## src/rtl/rsd_pkg.sv

```systemverilog
package rsd_pkg;
  localparam int CLASS_W  = 3;
  localparam int IDX_GND  = 0;
  localparam int IDX_SUP  = 1;
  localparam int IDX_LOAD = 2;

  typedef enum logic [1:0] {
    ST_RUN     = 2'd0,
    ST_CONFIRM = 2'd1,
    ST_DIAG    = 2'd2,
    ST_RETRY   = 2'd3
  } chan_state_t;

  typedef logic [CLASS_W-1:0] fault_code_t;

  // keep only the highest-priority class that survived the window
  function automatic fault_code_t pick_fault(input fault_code_t stable_set);
    fault_code_t r;
    r = '0;
    if (stable_set[IDX_GND])       r[IDX_GND]  = 1'b1;
    else if (stable_set[IDX_SUP])  r[IDX_SUP]  = 1'b1;
    else if (stable_set[IDX_LOAD]) r[IDX_LOAD] = 1'b1;
    return r;
  endfunction
endpackage

```

## src/rtl/rsd_win_counter.sv

```systemverilog
module rsd_win_counter #(
  parameter int CYC_LEN = 100
) (
  input  logic clk,
  input  logic rst_n,
  input  logic clr,
  input  logic en,
  input  logic tick,
  output logic last
);
  localparam int CW = $clog2(CYC_LEN + 1);
  localparam logic [CW-1:0] LAST_VAL = CW'(CYC_LEN - 1);

  logic [CW-1:0] cnt_q;

  always_ff @(posedge clk or negedge rst_n) begin
    if (!rst_n)             cnt_q <= '0;
    else if (clr)           cnt_q <= '0;
    else if (en && tick)    cnt_q <= cnt_q + 1'b1;
  end

  assign last = en && tick && (cnt_q == LAST_VAL);
endmodule

```

## src/rtl/rsd_fault_window.sv

```systemverilog
module rsd_fault_window
  import rsd_pkg::*;
(
  input  logic        clk,
  input  logic        rst_n,
  input  logic        start,
  input  logic        active,
  input  fault_code_t flags,
  output fault_code_t code_next
);
  fault_code_t stab_q;

  // sticky AND: a class drops out of the mask the first clock it is low
  always_ff @(posedge clk or negedge rst_n) begin
    if (!rst_n)      stab_q <= '0;
    else if (start)  stab_q <= '1;
    else if (active) stab_q <= stab_q & flags;
  end

  assign code_next = pick_fault(stab_q & flags);
endmodule

```

## src/rtl/rsd_channel.sv

```systemverilog
module rsd_channel
  import rsd_pkg::*;
#(
  parameter int CYC_LEN = 100
) (
  input  logic        clk,
  input  logic        rst_n,
  input  logic        ms_tick,
  input  logic        diag_en,
  input  logic        rearm,
  input  logic        ovl,
  input  fault_code_t flags,
  output logic        ch_en,
  output fault_code_t code,
  output logic        done,
  output logic        busy,
  output logic        cyc_end
);
  chan_state_t state_q, state_d;
  logic        armed_q;
  logic        done_q;
  fault_code_t code_q;
  fault_code_t win_code;
  logic        win_last;
  logic        start;
  logic        may_diag;

  assign may_diag = diag_en && armed_q;

  always_comb begin
    state_d = state_q;
    unique case (state_q)
      ST_RUN:     if (ovl) state_d = may_diag ? ST_CONFIRM : ST_RETRY;
      ST_CONFIRM: if (ms_tick) state_d = ovl ? ST_DIAG : ST_RUN;
      ST_DIAG:    if (win_last) state_d = ST_RETRY;
      ST_RETRY: begin
        if (ms_tick) begin
          if (!ovl)          state_d = ST_RUN;
          else if (may_diag) state_d = ST_DIAG;
        end
      end
      default:    state_d = ST_RUN;
    endcase
  end

  assign start   = (state_d == ST_DIAG) && (state_q != ST_DIAG);
  assign busy    = (state_q == ST_DIAG);
  assign cyc_end = win_last;

  rsd_win_counter #(.CYC_LEN(CYC_LEN)) u_cnt (
    .clk  (clk),
    .rst_n(rst_n),
    .clr  (start),
    .en   (busy),
    .tick (ms_tick),
    .last (win_last)
  );

  rsd_fault_window u_win (
    .clk      (clk),
    .rst_n    (rst_n),
    .start    (start),
    .active   (busy),
    .flags    (flags),
    .code_next(win_code)
  );

  always_ff @(posedge clk or negedge rst_n) begin
    if (!rst_n) begin
      state_q <= ST_RUN;
      armed_q <= 1'b1;
      done_q  <= 1'b0;
      code_q  <= '0;
    end else begin
      state_q <= state_d;
      if (win_last) begin
        code_q  <= win_code;
        done_q  <= 1'b1;
        armed_q <= 1'b0;
      end else if (rearm) begin
        code_q  <= '0;
        done_q  <= 1'b0;
        armed_q <= 1'b1;
      end
    end
  end

  assign ch_en = (state_q == ST_RUN);
  assign code  = code_q;
  assign done  = done_q;
endmodule

```

## src/rtl/rsd_quad.sv

```systemverilog
module rsd_quad
  import rsd_pkg::*;
#(
  parameter int NCH     = 4,
  parameter int CYC_LEN = 100
) (
  input  logic                 clk,
  input  logic                 rst_n,
  input  logic                 ms_tick,
  input  logic                 diag_en_i,
  input  logic                 rearm_i,
  input  logic [NCH-1:0]       ovl_i,
  input  logic [NCH-1:0]       gnd_i,
  input  logic [NCH-1:0]       sup_i,
  input  logic [NCH-1:0]       load_i,
  output logic [NCH-1:0]       ch_en_o,
  output logic [CLASS_W*NCH-1:0] fault_o,
  output logic [NCH-1:0]       done_o
);
  logic [NCH-1:0] diag_busy;
  logic [NCH-1:0] cyc_end;

  for (genvar i = 0; i < NCH; i++) begin : g_ch
    fault_code_t flags;
    fault_code_t code;

    always_comb begin
      flags           = '0;
      flags[IDX_GND]  = gnd_i[i];
      flags[IDX_SUP]  = sup_i[i];
      flags[IDX_LOAD] = load_i[i];
    end

    rsd_channel #(.CYC_LEN(CYC_LEN)) u_ch (
      .clk    (clk),
      .rst_n  (rst_n),
      .ms_tick(ms_tick),
      .diag_en(diag_en_i),
      .rearm  (rearm_i),
      .ovl    (ovl_i[i]),
      .flags  (flags),
      .ch_en  (ch_en_o[i]),
      .code   (code),
      .done   (done_o[i]),
      .busy   (diag_busy[i]),
      .cyc_end(cyc_end[i])
    );

    assign fault_o[CLASS_W*i +: CLASS_W] = code;
  end
endmodule

```

## config.mk

```make
export PLATFORM = sky130hd
export DESIGN_NAME = rsd_quad
export DESIGN_NICKNAME = d
export VERILOG_FILES = /design/src/rtl/rsd_pkg.sv /design/src/rtl/rsd_win_counter.sv /design/src/rtl/rsd_fault_window.sv /design/src/rtl/rsd_channel.sv /design/src/rtl/rsd_quad.sv
export SDC_FILE = /design/constraint.sdc
export NUM_CORES = 1
export LEC_CHECK = 0
export BUFFER_PORTS_ARGS = -buffer_cell sky130_fd_sc_hd__buf_2
export CORE_ASPECT_RATIO = 2
export CORE_MARGIN = 2
export CORE_UTILIZATION = 35
export DETAILED_ROUTE_END_ITERATION = 8
export PLACE_DENSITY = 0.53
export SYNTH_ARGS = -nofsm -noshare
export SYNTH_HDL_FRONTEND = slang
export SYNTH_SLANG_ARGS = --single-unit
```

## constraint.sdc

```tcl
create_clock -name clk -period 2.1 [get_ports clk]
set_clock_uncertainty 0.05 [all_clocks]
set_input_delay 0.21 -clock clk [delete_from_list [all_inputs] [get_ports clk]]
set_output_delay 0.21 -clock clk [all_outputs]
set_load 0.02 [all_outputs]
```

==> run metrics <==
top cells by area, synth=dfrtp_1, o21ai_0, a21oi_1; root buf cell=clkbuf_16; RSZ-0062 raised after global routing=no; Seq cells post-synth=~70; Design Power=around 0.0044 W; GRT Total Usage=~16%; Final Max Tran Viols=0; Post-Syn Nets=about 370; Synth top area share=48.17%; period utilization=between 70 and 80%; critical path launch point type=register; Cell Area, Synth=~3300 µm²; IO Count=slightly above 40; Starting Density=between 30% and 40%; crit path DAT=1.72 ns; GP Congestion=about 0.78; Peak Freq=between 600 and 700 MHz; Post CTS Setup Buffer Count=0; final-stage net count=406; die height=141.8 µm; Pwr Density=roughly 1100 nW/µm²; area growth from synthesis to layout=16.94%; drt wl/cell=14.91 µm; Leak=1.790 nW; CTS tree=yes; Slew @ Worst Pin=just over 0.5 ns; Resized cells post-CTS=0; commonest non-fill, non-tap cell in the layout=dfrtp_1; post-route minimum period=around 1.6 ns; Worst setup EP type=register; leading cell types in the layout, fill and taps excluded=dfrtp_1, o21ai_0, buf_2; initial antenna violation count=0; cells after synthesis=340; CP required=2.23 ns; # diodes=0; DR DRC count=0; dpl ws=0.4454 ns; routed wire length=around 7300 µm; maxcap violations=0; crit-path cells=ha_1 > and4b_1 > nand3_1 > o221ai_1; Std-Cell Rows=50; Overflow after GRT=0; setup_tns=0 ns; fin area=3887 µm²; Sw Ratio=33.91%; die area=10340 µm²; Max-Slew Margin vs Limit=between 60 and 70%; Die X=72.92 µm; IO Port Bufs=40; Reg power frac=45.2%; Longest Clk Path Bufs=2; antenna viol nets, final=0; Layout fillers=just over 900; layout cells sized above 1=about 17%; CP max stage cell=dfrtp_1; first-pass GRT wire length=12740 µm; EDFF count, synth=0; CP max stage delay=0.42 ns; area leader, netlist=dfrtp_1; final hold violation count=0; via count=2668; Worst-Skew Late Latency=about 0.33 ns; Peak VDD IR=0.0004912 V; Pint=roughly 0.0029 W; Pre-antenna DRT Iters=4; clk slew on worst S/H paths=0.05 ns; Num CTS Buffers=9; worst-path fanout max=6; Synth async-reset ratio=between 90% and 100%; number of distinct library cells after synthesis=34; Synthesis Warnings=0; vias in the first global route=2686; htree depth=3; final setup fails=0; largest net degree at the start of global routing=35; Mean Syn Cell Area=9.778 µm²; dpl cell area=between 3000 and 4000 µm²; sequential area share after synthesis=51.34%; CP Class=register to register; CORE AREA=between 9000 and 10000 µm²; Clk pwr share=31.8%; Via density=5.445; Post-synth top flop=dfrtp_1; hpwl dp=5327 µm; outcome=complete, no violations; Psw=0.001483 W; final setup margin=a little over 0.5 ns; Worst Hold Class=input port to register; DR iter-0 viols=138; Comb power frac=23.1%; CTS Sinks=between 60 and 70
-- Yosys cell counts, drive strengths merged, types with 2 or more instances --
| master | number |
|---|---|
| dfrtp | 64 |
| o21ai | 41 |
| nand2 | 31 |
| a21oi | 27 |
| nand3 | 19 |
| buf | 16 |
| nand2b | 16 |
| inv | 15 |
| mux2i | 12 |
| nor2 | 12 |
| nand4 | 9 |
| or3 | 9 |
| o31ai | 7 |
| or4 | 7 |
| nand4b | 6 |
| a21boi | 4 |
| dfstp | 4 |
| ha | 4 |
| nand3b | 4 |
| nor4b | 4 |
| o211ai | 4 |
| o21a | 4 |
| o221ai | 4 |
| o22ai | 4 |
| and4b | 3 |
| xnor2 | 3 |
| clkbuf | 2 |
-- area by class of cell --
class | instances | area [µm²] | share of cell area [%]
flip-flops and latches | 68 | 1707 | 43.90
multi-input cells | 239 | 1445 | 37.17
repair buffers | 48 | 275.3 | 7.081
clock buffers | 14 | 264.0 | 6.791
well taps | 104 | 130.1 | 3.347
inverters | 15 | 56.30 | 1.448
clock inverters | 2 | 10.01 | 0.2575
-- logic make-up (layout without fill, tap and decap cells) --
kind of cell | count (synthesis) | in the layout | synth area share (%)
AND/OR/NAND/NOR | 123 | 123 | 20.70
adder cells (fa/ha/maj) | 4 | 4 | 1.506
AO/OA/AOI/OAI | 96 | 96 | 16.60
multiplexers | 12 | 12 | 3.613
XOR/XNOR | 4 | 4 | 1.054
flip-flops | 68 | 68 | 51.34
buffers and inverters | 33 | 79 | 5.194
-- metal layers --
metal / global-route usage [%] / vias up / wire, µm
met2: 28.52 / 38 / 4045
met5: 0 / - / 0
met1: 17.29 / 1306 / 2876
li1: - / 1314 / -
met4: 7.310 / 0 / 165
met3: 4.545 / 10 / 220
-- power by group through the flow --
stage	clock, W	sequential, W	combinational, W
after global placement	0	0.00199	0.00101
after detailed placement	0	0.00199	0.00102
after CTS	0.00144	0.00197	0.00103
after global routing	0.00150	0.00203	0.00117
final	0.00139	0.00198	0.00101
after floorplan	0	0.00182	0.000905
-- repair_timing --
item | in CTS | in global routing
setup endpoints to repair | 0 | 0
hold buffers | 1 | 0
hold endpoints to repair | 15 | 0
-- worst paths after layout --
path	cells after the start	slack, ns	to	startpoint
worst max-delay path	4	0.51	g_ch[2].u_ch.state_q[0]$_DFF_PN0_	g_ch[2].u_ch.u_cnt.cnt_q[0]$_DFFE_PN0P_
worst min-delay path	3	0.09	g_ch[0].u_ch.u_win.stab_q[0]$_DFFE_PN0P_	gnd_i[0]
worst max register to register	4	0.51	g_ch[2].u_ch.state_q[0]$_DFF_PN0_	g_ch[2].u_ch.u_cnt.cnt_q[0]$_DFFE_PN0P_
worst min register to register	2	0.45	g_ch[0].u_ch.u_win.stab_q[0]$_DFFE_PN0P_	g_ch[0].u_ch.u_win.stab_q[0]$_DFFE_PN0P_
max in group asynchronous	3	1.09	g_ch[0].u_ch.code[2]$_DFFE_PN0P_	rst_n
min in group asynchronous	2	0.30	g_ch[2].u_ch.u_win.stab_q[1]$_DFFE_PN0P_	rst_n
-- per-stage QoR --
stage               hold slack [ns]  utilization [%]  std cells
finish                      0.09041            41.70        490
global route                0.09068            41.70        490
CTS                         0.07669            41.70        490
detailed placement           0.1327            38.66        473
global placement             0.1298            38.66        473
floorplan                   -0.1356                -        340
-- flip-flops by register name, indices dropped and copies added, names as in the netlist --
register / flops
g_ch.u_ch.u_win.stab_q: 12
g_ch.u_ch.state_q: 8
g_ch.u_ch.done: 4
g_ch.u_ch.u_cnt.cnt_q: 28
g_ch.u_ch.code: 12
g_ch.u_ch.armed_q: 4
-- critical path, delay by kind of cell, from the launching register on --
| family | cells | cell delay (ns) |
|---|---|---|
| adder cells (fa/ha/maj) | 1 | 0.25 |
| AO/OA/AOI/OAI | 1 | 0.19 |
| flip-flops | 1 | 0.42 |
| AND/OR/NAND/NOR | 2 | 0.53 |
(Power assumes the default switching activity.)
